`src/rtl/burst_seq_pkg.sv`:
```
package burst_seq_pkg;

   typedef enum logic [1:0] {
      ST_IDLE = 2'd0,
      ST_ADDR = 2'd1,
      ST_DATA = 2'd2
   } seq_state_t;

endpackage

```
`src/rtl/burst_addr_step.sv`:
```
module burst_addr_step #(
   parameter int ROW_W  = 4,
   parameter int BANK_W = 2,
   parameter int COL_W  = 5
) (
   input  logic [ROW_W-1:0]  cur_row,
   input  logic [BANK_W-1:0] cur_bank,
   input  logic [COL_W-1:0]  cur_col,
   output logic [ROW_W-1:0]  nxt_row,
   output logic [BANK_W-1:0] nxt_bank,
   output logic [COL_W-1:0]  nxt_col,
   output logic              row_end
);

   logic bank_top;

   always_comb begin
      row_end  = &cur_col;
      bank_top = &cur_bank;
      nxt_col  = cur_col + 1'b1;
      // bank advances before row: row only moves when the bank wraps
      nxt_bank = row_end ? cur_bank + 1'b1 : cur_bank;
      nxt_row  = (row_end && bank_top) ? cur_row + 1'b1 : cur_row;
   end

endmodule

```
`src/rtl/burst_cycle_meter.sv`:
```
module burst_cycle_meter #(
   parameter int CNT_W = 6
) (
   input  logic             clk,
   input  logic             rst_n,
   input  logic             start,
   input  logic             tick,
   input  logic             finish,
   output logic [CNT_W-1:0] total
);

   logic [CNT_W-1:0] run_q;

   always_ff @(posedge clk) begin
      if (!rst_n) begin
         run_q <= '0;
         total <= '0;
      end else begin
         if (start)
            run_q <= '0;
         else if (tick)
            run_q <= run_q + 1'b1;
         if (finish)
            total <= run_q + 1'b1;
      end
   end

   // any finished burst used at least an address and a data cycle
   p_total_min_r8 : assert property (@(posedge clk) disable iff (!rst_n)
      finish |=> (total >= CNT_W'(2)));

endmodule

```
`src/rtl/burst_seq_top.sv`:
```
module burst_seq_top
   import burst_seq_pkg::*;
#(
   parameter int ROW_W     = 4,
   parameter int BANK_W    = 2,
   parameter int COL_W     = 5,
   parameter int MAX_BURST = 32,
   localparam int ADDR_W   = ROW_W + BANK_W + COL_W,
   localparam int LEN_W    = $clog2(MAX_BURST + 1),
   localparam int CNT_W    = $clog2(2 * MAX_BURST + 2)
) (
   input  logic              clk,
   input  logic              rst_n,
   input  logic              req_valid,
   output logic              req_ready,
   input  logic              req_write,
   input  logic [ADDR_W-1:0] req_addr,
   input  logic [LEN_W-1:0]  req_len,
   output logic              addr_strobe,
   output logic              data_strobe,
   output logic              mem_write,
   output logic [ROW_W-1:0]  mem_row,
   output logic [BANK_W-1:0] mem_bank,
   output logic [COL_W-1:0]  mem_col,
   output logic              burst_done,
   output logic [CNT_W-1:0]  cycle_count
);

   localparam logic [LEN_W-1:0] MAX_LEN = LEN_W'(MAX_BURST);

   if (ROW_W < 1 || BANK_W < 1 || COL_W < 1) begin : g_bad_fields
      $error("burst_seq_top: every address field needs at least one bit");
   end
   if (MAX_BURST < 1) begin : g_bad_len
      $error("burst_seq_top: MAX_BURST must be at least 1");
   end

   seq_state_t        st_q;
   logic [ROW_W-1:0]  row_q;
   logic [BANK_W-1:0] bank_q;
   logic [COL_W-1:0]  col_q;
   logic [LEN_W-1:0]  left_q;
   logic              wr_q;
   logic              done_q;

   logic [ROW_W-1:0]  row_n;
   logic [BANK_W-1:0] bank_n;
   logic [COL_W-1:0]  col_n;
   logic              at_row_end;
   logic              len_ok;
   logic              take;
   logic              last_word;

   burst_addr_step #(
      .ROW_W (ROW_W),
      .BANK_W(BANK_W),
      .COL_W (COL_W)
   ) u_step (
      .cur_row (row_q),
      .cur_bank(bank_q),
      .cur_col (col_q),
      .nxt_row (row_n),
      .nxt_bank(bank_n),
      .nxt_col (col_n),
      .row_end (at_row_end)
   );

   always_comb begin
      len_ok    = (req_len != '0) && (req_len <= MAX_LEN);
      take      = req_valid && req_ready && len_ok;
      last_word = (st_q == ST_DATA) && (left_q == LEN_W'(1));
   end

   always_ff @(posedge clk) begin
      if (!rst_n) begin
         st_q   <= ST_IDLE;
         row_q  <= '0;
         bank_q <= '0;
         col_q  <= '0;
         left_q <= '0;
         wr_q   <= 1'b0;
         done_q <= 1'b0;
      end else begin
         done_q <= 1'b0;
         unique case (st_q)
            ST_IDLE: begin
               if (take) begin
                  st_q   <= ST_ADDR;
                  {row_q, bank_q, col_q} <= req_addr;
                  left_q <= req_len;
                  wr_q   <= req_write;
               end
            end
            ST_ADDR: begin
               st_q <= ST_DATA;
            end
            ST_DATA: begin
               if (last_word) begin
                  st_q   <= ST_IDLE;
                  done_q <= 1'b1;
               end else begin
                  left_q <= left_q - 1'b1;
                  row_q  <= row_n;
                  bank_q <= bank_n;
                  col_q  <= col_n;
                  st_q   <= at_row_end ? ST_ADDR : ST_DATA;
               end
            end
            default: st_q <= ST_IDLE;
         endcase
      end
   end

   burst_cycle_meter #(
      .CNT_W(CNT_W)
   ) u_meter (
      .clk   (clk),
      .rst_n (rst_n),
      .start (take),
      .tick  (st_q != ST_IDLE),
      .finish(last_word),
      .total (cycle_count)
   );

   always_comb begin
      req_ready   = (st_q == ST_IDLE);
      addr_strobe = (st_q == ST_ADDR);
      data_strobe = (st_q == ST_DATA);
      mem_write   = wr_q;
      mem_row     = row_q;
      mem_bank    = bank_q;
      mem_col     = col_q;
      burst_done  = done_q;
   end

   p_ready_quiet_r2 : assert property (@(posedge clk) disable iff (!rst_n)
      req_ready |-> !(addr_strobe || data_strobe));

   p_addr_first_r3 : assert property (@(posedge clk) disable iff (!rst_n)
      (req_valid && req_ready && len_ok) |=>
         (addr_strobe && ({mem_row, mem_bank, mem_col} == $past(req_addr))));

   p_addr_then_data_r4 : assert property (@(posedge clk) disable iff (!rst_n)
      addr_strobe |=> data_strobe);

   p_col_step_r4 : assert property (@(posedge clk) disable iff (!rst_n)
      (data_strobe && $past(data_strobe)) |-> (mem_col == $past(mem_col) + 1'b1));

   p_dir_hold_r5 : assert property (@(posedge clk) disable iff (!rst_n)
      data_strobe |-> $stable(mem_write));

   p_cross_bank_r6 : assert property (@(posedge clk) disable iff (!rst_n)
      (addr_strobe && $past(data_strobe)) |->
         ((mem_col == '0) && (mem_bank == $past(mem_bank) + 1'b1)));

   p_cross_row_r7 : assert property (@(posedge clk) disable iff (!rst_n)
      (addr_strobe && $past(data_strobe) && (mem_bank == '0)) |->
         (mem_row == $past(mem_row) + 1'b1));

   p_done_pulse_r8 : assert property (@(posedge clk) disable iff (!rst_n)
      burst_done |=> !burst_done);

   p_bad_len_r9 : assert property (@(posedge clk) disable iff (!rst_n)
      (req_ready && req_valid && !len_ok) |=> (req_ready && !addr_strobe));

endmodule

```
`config.mk`:
```
export PLATFORM = sky130hd
export DESIGN_NAME = burst_seq_top
export DESIGN_NICKNAME = d
export VERILOG_FILES = /design/src/rtl/burst_seq_pkg.sv /design/src/rtl/burst_addr_step.sv /design/src/rtl/burst_cycle_meter.sv /design/src/rtl/burst_seq_top.sv
export SDC_FILE = /design/constraint.sdc
export NUM_CORES = 1
export LEC_CHECK = 0
export BUFFER_PORTS_ARGS = -buffer_cell sky130_fd_sc_hd__buf_2
export CORE_ASPECT_RATIO = 0.6
export CORE_UTILIZATION = 45
export DETAILED_ROUTE_END_ITERATION = 12
export PLACE_DENSITY = 0.72
export SYNTH_ARGS = -nofsm -noshare
export SYNTH_HDL_FRONTEND = slang
export SYNTH_SLANG_ARGS = --single-unit
```
`constraint.sdc`:
```
create_clock -name clk -period 2.1 [get_ports clk]
set_clock_uncertainty 0.05 [all_clocks]
set_input_delay 0.105 -clock clk [delete_from_list [all_inputs] [get_ports clk]]
set_output_delay 0.105 -clock clk [all_outputs]
set_load 0.005 [all_outputs]
```
==> results of run 1 <==
power by group:
group | switching, W | leakage (nW) | internal (W)
registers | 0.0000309 | 0.285 | 0.000697
logic | 0.000141 | 0.617 | 0.000110
clock network | 0.000240 | 0.0612 | 0.000384
metrics by stage:
step | setup WS (ns) | cells | hold slack [ns] | cell area, um^2
floorplan | 0.0901 | 216 | 0.191 | 1790
global placement | 0.144 | 303 | 0.305 | 2070
detailed placement | 0.106 | 303 | 0.310 | 2070
CTS | 0.101 | 311 | 0.00267 | 2190
global route | 0.0170 | 311 | 0.0122 | 2200
finish | 0.0816 | 311 | 0.00836 | 2200
final timing paths:
path,start,to,slack (ns)
max reg2reg,st_q[1]$_SDFFE_PN0P_,mem_row[3]$_SDFFE_PN0P_,0.08
max,st_q[1]$_SDFFE_PN0P_,mem_row[3]$_SDFFE_PN0P_,0.08
min,req_write,mem_write$_SDFFE_PN0P_,0.008
min reg2reg,mem_write$_SDFFE_PN0P_,mem_write$_SDFFE_PN0P_,0.41
cell usage after synthesis (3+ instances only):
| master | count | area, um^2 |
|---|---|---|
| clkbuf_1 | 11 | 41.3 |
| o21ai_0 | 7 | 35.0 |
| nor3_1 | 6 | 30.0 |
| nor3b_1 | 3 | 22.5 |
| nor2_1 | 28 | 105 |
| nand2_1 | 20 | 75.1 |
| nand2b_1 | 4 | 25.0 |
| dfxtp_1 | 35 | 701 |
| a211oi_1 | 9 | 67.6 |
| xor2_1 | 7 | 61.3 |
| and3_1 | 3 | 18.8 |
| o32ai_1 | 3 | 26.3 |
| ha_1 | 7 | 87.6 |
| nand3_1 | 8 | 40.0 |
| a311oi_1 | 5 | 43.8 |
| o211ai_1 | 3 | 22.5 |
| inv_1 | 6 | 22.5 |
| xnor2_1 | 5 | 43.8 |
| a21oi_1 | 19 | 95.1 |
| o31ai_1 | 3 | 22.5 |
sequential cells by signal, summed over array words and instances, names as in the netlist:
register and cells:
st_q 2, left_q 6, mem_bank 2, mem_col 5
u_meter.total 7, burst_done 1, mem_write 1, u_meter.run_q 7
mem_row 4
worst max-delay path, delay by kind of cell, from the launching register on:
family             cells  cell delay, ns
AOI/OAI and AO/OA      1            0.27
DFF                    1            0.32
and+or+nand+nor        4            1.28
per-layer routing:
metal	up-vias	GRT usage	routed length, um	part of all wire
met5	-	0	0	0
met4	0	0.0776	39	0.0093
met3	5	0.0609	214	0.051
met2	42	0.270	1550	0.37
met1	765	0.321	2410	0.57
li1	871	-	-	-
area by class of cell:
cell class / count / area share
multi-input combinational: 161 / 0.458
sequential: 35 / 0.318
timing repair buffer: 53 / 0.132
clock buffer: 6 / 0.0375
tap: 47 / 0.0267
clock inverter: 2 / 0.0159
inverter: 7 / 0.0119
kinds of logic (layout without fill, tap and decap cells):
group,after synthesis,after routing
simple gates,84,84
compound gates,56,56
flops,35,35
buf+inv,20,68
xor+xnor,12,12
fa+ha+maj,7,7
mux,2,2
timing repair:
item / in CTS / in global routing
setup endpoints to repair: 0 / 5
resized for setup: 0 / 2
endpoints found under the hold margin: 0 / 0
==> qor.log, run 1 <==
[setup_path] Crit Path Class flip-flop to flip-flop
[clock_network] CTS tree done
[place] Final HPWL DP 3060 um
[timing] worst slew pin tran 0.369 ns
[clock_network] clock sinks 35
[clock_network] TritonCTS buffer count 5
[setup_path] CP Max Fanout 8
[logic_synthesis] syn_nets 244
[layout] final cell utilization of the core 0.592
[layout] number of fillers in the final layout 354
[place] final estimated routing congestion in global placement 0.848
[setup_path] data required time of the worst path 2.24 ns
[setup_path] CP cell instances or3b_4 -> or4_4 -> and2_4 -> and2_4 -> o32ai_1
[logic_synthesis] async set or reset register ratio after synthesis 0
[clock_network] maximum root-to-sink buffer count 2
[setup_path] library cell appearing most often on the critical path and2_4
[layout] area taken by multi-input logic gates 1010 um^2
[routing] drt total wl 4220 um
[setup_path] peak per-stage delay on the critical path 0.53 ns
[pwr] final total power 0.00160 W
[logic_synthesis] Unique masters post-synth 40
[logic_synthesis] count of warnings emitted by yosys 0
[worst_hold_path] Min-Delay Path Class input pin to flip-flop
[floorplanning] Initial Util 0.480
[logic_synthesis] ys flop type dfxtp_1
[logic_synthesis] complex-gate fraction of the synthesized area 0.207
[layout] number of nets at the end of the flow 291
[global_routing] final global-route overflow total 0
[logic_synthesis] multiplexer share of the synthesized area 0.0112
[pwr] leakage power of the design 0.963 nW
[clock_network] clk slew on worst S/H paths 0.07 ns
[setup_path] crit start category flip-flop
[clock_network] Hold-fix buffers, CTS 0
[logic_synthesis] area share of xor/xnor cells in the synthesized design 0.0589
[floorplanning] Chip Width 83.3 um
[timing] number of max-slew violations in the final report 0
[logic_synthesis] combinational family with the most area after synthesis simple AND/OR/NAND/NOR gates
[clock_network] buffer cell driving the clock tree root clkbuf_8
[timing] Tmin final 2.02 ns
[routing] total number of vias 1,683
[layout] layout overhead on the synthesized area 23.4%
[setup_path] crit end category flip-flop
[floorplanning] number of standard-cell rows in the floorplan 17
[logic_synthesis] Yosys reg bits 35
[routing] number of detailed-routing iterations run before antenna repair 4
[timing] number of failing setup endpoints in the final timing report 0
[routing] ratio of routed vias to standard cells 5.41
[logic_synthesis] gate count after technology mapping 216
[clock_network] insertion delay to the later sink of the worst-skew pair 0.29 ns
[timing] unrepaired setup endpoints after global routing false
[global_routing] aggregate global-route resource usage 0.211
[pwr] PwrDens 728 nW/um^2
[logic_synthesis] Post-Synth Adder-Cell Area 0.0491
[timing] setup TNS 0 ns
[pwr] largest vdd supply drop 489 uV
[global_routing] largest net degree at the start of global routing 36
[setup_path] CP max stage cell or4_4
[floorplanning] area enclosed by the die boundary 4230 um^2
[logic_synthesis] mean instance size in the synthesized netlist 8.27 um^2
[floorplanning] height of the die 50.8 um
[clock_network] number of setup buffers added after CTS 0
[routing] number of design-rule violations left by the first detailed-router iteration 99
[global_routing] initial antenna violation count 0
[clock_network] Max H-tree Level 2
[timing] Hold Violations, Final 0
[layout] most common cell after layout, fill and taps aside buf_2
[floorplanning] io pins 44
[routing] number of routed nets with antenna violations 0
[timing] upper clock frequency limit 495 MHz
[layout] register area 701 um^2
[routing] DRC errors left 0
[routing] wire length per cell 13.6 um
[logic_synthesis] area share of and/or/nand/nor cells after synthesis 0.233
[floorplanning] core area 3720 um^2
[setup_path] number of cells on the worst reg-to-reg path 5
[logic_synthesis] number of enable-type register cells in the synthesized netlist 0
[outcome] outcome finished clean
[flow_run] max cap viols 0
[layout] fraction of final layout cells with drive strength greater than 1 0.261
[global_routing] via count of the first global-routing pass 1,414
[setup_path] data arrival time of the worst path 2.16 ns
[global_routing] global-route wire length before repair 6910 um
[timing] worst relative slew slack 0.754
[logic_synthesis] sequential area share after synthesis 0.392
[place] quantity of I/O buffers inserted on ports 43
[logic_synthesis] cell area after technology mapping 1790 um^2
[worst_hold_path] hold-critical path depth 3
[layout] most frequent cells in the layout buf_2 (43), dfxtp_1 (35), nor2_1 (28), nand2_1 (20), a21oi_1 (19)
[layout] diode insertion count for antenna repair 0
[timing] period utilisation layout 0.961
Note: power is estimated with default switching activity, not from simulation.
==> run 2: changes to the inputs <==
CORE_UTILIZATION = 48   (was 45)
PLACE_DENSITY = 0.75   (was 0.72)
SYNTH_HIERARCHICAL = 1   (was unset)
==> run 2 against run 1 <==
Net effect: final area is 2.6% higher; final cell count is 1.9% higher; global-route usage is 3.6 points higher; worst hold slack better by 0.0094 ns; clock-buffer cell count is 1 lower; non-clock buffer count is 1 lower; maximum frequency is 3.5% higher; area after synthesis is 4.1% higher; critical path depth stayed put; synthesized cell count is 2.8% higher; highest routed layer unchanged.
==> qor.log, run 2 <==
[layout] most common cell after layout, fill and taps aside buf_2
[clock_network] clock sinks 35
[floorplanning] area enclosed by the die boundary 4130 um^2
[routing] wire length per cell 14.2 um
[timing] number of failing setup endpoints in the final timing report 0
[timing] setup TNS 0 ns
[global_routing] final global-route overflow total 0
[setup_path] number of cells on the worst reg-to-reg path 5
[clock_network] insertion delay to the later sink of the worst-skew pair 0.29 ns
[place] Final HPWL DP 3280 um
[setup_path] data required time of the worst path 2.24 ns
[logic_synthesis] count of warnings emitted by yosys 6
[logic_synthesis] async set or reset register ratio after synthesis 0
[pwr] logic gate share of total power 0.170
[logic_synthesis] cell area after technology mapping 1860 um^2
[place] quantity of I/O buffers inserted on ports 43
[logic_synthesis] ys flop type dfxtp_1
[logic_synthesis] syn_nets 250
[clock_network] CTS tree done
[outcome] outcome finished clean
[pwr] PwrDens 724 nW/um^2
[timing] hold_ws 0.0178 ns
[routing] number of detailed-routing iterations run before antenna repair 4
[setup_path] reg-to-reg startpoint left_q[2]$_SDFFE_PN0P_
[timing] Tmin final 1.95 ns
[global_routing] global-route wire length before repair 7490 um
[routing] number of design-rule violations left by the first detailed-router iteration 102
[floorplanning] core area 3680 um^2
[global_routing] aggregate global-route resource usage 0.247
[timing] worst slew pin tran 0.633 ns
[layout] number of fillers in the final layout 330
[worst_hold_path] Min-Delay Path Class input pin to flip-flop
[worst_hold_path] Worst Min Path Start req_addr[1]
[floorplanning] Initial Util 0.505
[floorplanning] number of standard-cell rows in the floorplan 17
[setup_path] crit end category flip-flop
[floorplanning] io pins 44
[worst_hold_path] hold-critical path depth 3
[clock_network] buffer cell driving the clock tree root clkbuf_8
[timing] unrepaired setup endpoints after global routing false
[routing] number of routed nets with antenna violations 0
[clock_network] clk slew on worst S/H paths 0.08 ns
[routing] ratio of routed vias to standard cells 5.40
[floorplanning] Chip Width 82.3 um
[timing] worst relative slew slack 0.574
[setup_path] CP Max Fanout 8
[routing] drt total wl 4510 um
[pwr] clock network power share 0.374
[logic_synthesis] Yosys reg bits 35
[logic_synthesis] number of enable-type register cells in the synthesized netlist 0
[logic_synthesis] dominant cells by area after synthesis dfxtp_1 (38%), nand2_1 (7.3%), o211a_1 (4.8%)
[clock_network] number of setup buffers added after CTS 0
[setup_path] Crit Path Class flip-flop to flip-flop
[place] final estimated routing congestion in global placement 0.856
[global_routing] initial antenna violation count 0
[clock_network] TritonCTS buffer count 5
[global_routing] largest net degree at the start of global routing 24
[routing] total number of vias 1,711
[layout] registers with the highest flip-flop counts u_meter/run_q: 7 flops, u_meter/total: 7 flops, left_q: 6 flops
[layout] fraction of final layout cells with drive strength greater than 1 0.256
[pwr] switch share 0.275
[floorplanning] height of the die 50.2 um
[timing] period utilisation layout 0.929
[setup_path] data arrival time of the worst path 2.09 ns
[flow_run] max cap viols 0
[logic_synthesis] Unique masters post-synth 46
[pwr] Net Switching 0.000451 W
[logic_synthesis] most repeated cell in the gate-level netlist after synthesis nand2_1
[layout] most frequent cells in the layout buf_2 (43), nand2_1 (36), dfxtp_1 (35), nor2_1 (15), nand3_1 (15)
[pwr] largest vdd supply drop 358 uV
[routing] DRC errors left 0
[pwr] leakage power of the design 1.08 nW
[global_routing] via count of the first global-routing pass 1,551
[layout] number of nets at the end of the flow 297
[logic_synthesis] gate count after technology mapping 222
[logic_synthesis] mean instance size in the synthesized netlist 8.37 um^2
[logic_synthesis] sequential area share after synthesis 0.377
[clock_network] Max H-tree Level 2
[timing] number of max-slew violations in the final report 0
[setup_path] crit start category flip-flop
[timing] Hold Violations, Final 0
[layout] diode insertion count for antenna repair 0
[logic_synthesis] cell types with the highest counts after synthesis nand2_1 (36), dfxtp_1 (35), nand3_1 (15), nor2_1 (15), o211a_1 (9)
[logic_synthesis] Yosys top cell area share 0.377
[pwr] fraction of power consumed by sequential logic 0.456
[setup_path] crit path from left_q[2]$_SDFFE_PN0P_
[layout] layout overhead on the synthesized area 21.7%
[pwr] internal portion of total power 0.00119 W
[clock_network] maximum root-to-sink buffer count 2
[timing] upper clock frequency limit 513 MHz
[logic_synthesis] most area-hungry cell type in the Yosys netlist dfxtp_1
-- run 2: worst paths after layout --
path,slack (ns),endpoint
max,0.15,left_q[0]$_SDFFE_PN0P_
min reg2reg,0.43,u_meter/total[2]$_SDFFE_PN0P_
max reg2reg,0.15,left_q[0]$_SDFFE_PN0P_
min,0.02,mem_col[1]$_SDFFE_PN0P_
-- run 2: layout make-up --
class                           count  area, um^2  area share
Multi-Input combinational cell    166        1060       0.469
Sequential cell                    35         701       0.310
Timing Repair Buffer               52         295       0.131
Clock buffer                        5        68.8      0.0304
Tap cell                           47        58.8      0.0260
Clock inverter                      3        43.8      0.0194
Inverter                            9        33.8      0.0149
-- run 2: worst max-delay path: stages (launching register included) --
cell	delay, ns
dfxtp_1	0.36
nor4_1	0.59
a21o_1	0.25
nand3_4	0.14
buf_4	0.21
a221oi_2	0.26
-- run 2: through the flow --
step	cell area (um^2)	power, W	setup slack (ns)	std cells	util
global placement	2150	0.00103	0.0754	309	0.583
CTS	2260	0.00164	0.167	317	0.614
finish	2260	0.00164	0.149	317	0.614
global route	2260	0.00172	0.00143	317	0.614
detailed placement	2150	0.00104	0.0335	309	0.583
floorplan	1860	0.000926	0.279	222	-
-- run 2: cell families (layout without fill, tap and decap cells) --
family,Yosys count,after routing,share of synthesized area
AO/OA/AOI/OAI,46,46,0.179
XOR/XNOR,13,13,0.0613
adder cells (fa/ha/maj),7,7,0.0471
buffers and inverters,21,69,0.0539
flip-flops,35,35,0.377
multiplexers,5,5,0.0303
AND/OR/NAND/NOR,95,95,0.251
-- run 2: layer usage --
layer | vias to the layer above | global-route usage | share of wire
met5 | - | 0 | 0
met4 | 0 | 0.0819 | 0.0095
met3 | 5 | 0.0600 | 0.057
met2 | 53 | 0.344 | 0.41
met1 | 781 | 0.366 | 0.53
li1 | 872 | - | -
-- run 2: power groups by stage --
stage	clock network [W]	registers [W]	logic, W
after global routing	0.000654	0.000754	0.000309
after detailed placement	0	0.000761	0.000274
after CTS	0.000621	0.000746	0.000277
after global placement	0	0.000760	0.000271
after floorplan	0	0.000754	0.000171
final	0.000613	0.000747	0.000279
-- run 2: repair_timing --
item | 4_1_cts | 5_1_grt
endpoints found under the hold margin | 0 | 0
gates resized for setup | 0 | 1
hold buffers | 0 | 0
endpoints found under the setup margin | 0 | 1
==> run 3: changes to the inputs <==
CORE_ASPECT_RATIO = 1.4   (was 0.6)
CORE_UTILIZATION = 25   (was 48)
PLACE_DENSITY = unset   (was 0.75)
==> run 3 against run 2 <==
Net effect: die area grew 88%; maximum frequency about the same; wire length grew 2.2%; setup slack improved by 0.0011 ns; clock power decreased by 23%; combinational power down 3%; global-route usage down 12 points; utilization down 29 points; critical endpoint is now mem_col[2]$_SDFFE_PN0P_.
==> qor.log, run 3 (synthesized netlist as in run 2, its figures left out) <==
[setup_path] number of cells on the worst reg-to-reg path 7
[floorplanning] area enclosed by the die boundary 7790 um^2
[global_routing] global-route wire length before repair 7820 um
[timing] period utilisation layout 0.928
[place] DP Worst Slack 0.00178 ns
[clock_network] maximum root-to-sink buffer count 2
[clock_network] TritonCTS buffer count 5
[floorplanning] Initial Util 0.263
[global_routing] largest net degree at the start of global routing 25
[timing] upper clock frequency limit 513 MHz
[timing] worst relative slew slack 0.712
[setup_path] Crit Path Class flip-flop to flip-flop
[layout] Layout Cell Area excl Fill 2290 um^2
[outcome] outcome finished clean
[layout] registers with the highest flip-flop counts u_meter/run_q: 7 flops, u_meter/total: 7 flops, left_q: 6 flops
[routing] number of detailed-routing iterations run before antenna repair 4
[floorplanning] io pins 44
[timing] Hold Violations, Final 0
[layout] number of nets at the end of the flow 297
[routing] drt total wl 4600 um
[worst_hold_path] Worst Min Path Start req_write
[setup_path] reg-to-reg startpoint st_q[1]$_SDFFE_PN0P_
[routing] number of routed nets with antenna violations 0
[place] DP Area 2210 um^2
[setup_path] crit end category flip-flop
[clock_network] clock sinks 35
[setup_path] Worst R2R End mem_col[2]$_SDFFE_PN0P_
[layout] most frequent cells in the layout buf_2 (43), nand2_1 (36), dfxtp_1 (35), nand3_1 (15), nor2_1 (14)
[clock_network] Max H-tree Level 2
[worst_hold_path] hold-critical path depth 3
[clock_network] buffer cell driving the clock tree root clkbuf_8
[floorplanning] core area 7070 um^2
[global_routing] final global-route overflow total 0
[layout] fraction of final layout cells with drive strength greater than 1 0.256
[timing] Worst Setup Slack, final 0.150 ns
[setup_path] CP Max Fanout 13
[layout] diode insertion count for antenna repair 0
[setup_path] crit start category flip-flop
[timing] worst slew pin tran 0.433 ns
[timing] setup TNS 0 ns
[routing] ratio of routed vias to standard cells 4.71
[timing] number of failing setup endpoints in the final timing report 0
[layout] number of fillers in the final layout 771
[routing] total number of vias 1,720
[setup_path] data arrival time of the worst path 2.08 ns
[global_routing] aggregate global-route resource usage 0.127
[global_routing] initial antenna violation count 0
[place] final estimated routing congestion in global placement 0.833
[floorplanning] Chip Width 74.9 um
[place] quantity of I/O buffers inserted on ports 43
[pwr] largest vdd supply drop 316 uV
[pwr] final total power 0.00149 W
[timing] number of max-slew violations in the final report 0
[layout] layout overhead on the synthesized area 23.4%
[clock_network] CTS tree done
[floorplanning] number of standard-cell rows in the floorplan 36
[routing] wire length per cell 12.6 um
[timing] unrepaired setup endpoints after global routing false
[worst_hold_path] Min-Delay Path Class input pin to flip-flop
[clock_network] insertion delay to the later sink of the worst-skew pair 0.29 ns
[layout] most common cell after layout, fill and taps aside buf_2
[worst_hold_path] Endpoint, Worst Hold mem_write$_SDFFE_PN0P_
[floorplanning] height of the die 104 um
[setup_path] data required time of the worst path 2.23 ns
[timing] Tmin final 1.95 ns
[clock_network] clk slew on worst S/H paths 0.08 ns
[pwr] PwrDens 649 nW/um^2
[routing] DRC errors left 0
[global_routing] via count of the first global-routing pass 1,691
[clock_network] number of setup buffers added after CTS 0
[pwr] leakage power of the design 1.07 nW
[setup_path] worst setup slack for register-to-register paths 0.15 ns
[flow_run] max cap viols 0
[routing] number of design-rule violations left by the first detailed-router iteration 53
[clock_network] Hold-fix buffers, CTS 0
[place] Final HPWL DP 3390 um
[run 3: worst max path at each step]
stage / startpoint / endpoint / slack (ns) / cells after the start
after floorplan: req_len[3] / left_q[0]$_SDFFE_PN0P_ / 0.28 / 6
after global placement: req_len[3] / mem_row[3]$_SDFFE_PN0P_ / 0.09 / 7
after detailed placement: req_len[3] / mem_col[2]$_SDFFE_PN0P_ / 0.002 / 7
after CTS: st_q[1]$_SDFFE_PN0P_ / mem_col[2]$_SDFFE_PN0P_ / 0.09 / 7
after global routing: st_q[1]$_SDFFE_PN0P_ / mem_col[2]$_SDFFE_PN0P_ / 0.03 / 7
final: st_q[1]$_SDFFE_PN0P_ / mem_col[2]$_SDFFE_PN0P_ / 0.15 / 7
[run 3: worst max-delay path: stages, from the launching register on]
cell,delay [ns]
dfxtp_1,0.37
nor2_2,0.19
inv_1,0.08
or4_4,0.54
nand3_4,0.15
buf_12,0.14
nor2_1,0.04
a311oi_1,0.27
[run 3: metal layers]
layer,share of wire,GRT usage
met2,0.51,0.219
met5,0,0
met3,0.054,0.0397
met1,0.42,0.147
met4,0.012,0.0364
[run 3: layout make-up]
type / count / area [um^2] / area share
clock inverters: 3 / 15.0 / 0.00655
clock buffers: 5 / 68.8 / 0.0300
repair buffers: 52 / 295 / 0.129
well taps: 95 / 119 / 0.0519
multi-input cells: 166 / 1060 / 0.462
inverters: 9 / 33.8 / 0.0147
flip-flops and latches: 35 / 701 / 0.306
[run 3: what timing repair did]
item,4_1_cts,5_1_grt
resized for setup,0,1
endpoints found under the hold margin,0,0
setup endpoints to repair,0,1
[run 3: where the power goes]
group	switching, W	internal (W)
logic	0.000143	0.000129
registers	0.0000428	0.000703
clock network	0.000243	0.000227
total	0.000429	0.00106
[run 3: through the flow]
stage               std cells  hold WS [ns]   util
floorplan                 222         0.183      -
CTS                       365        0.0204  0.324
finish                    365        0.0296  0.324
detailed placement        357         0.334  0.312
global route              365        0.0301  0.324
global placement          357         0.316  0.312
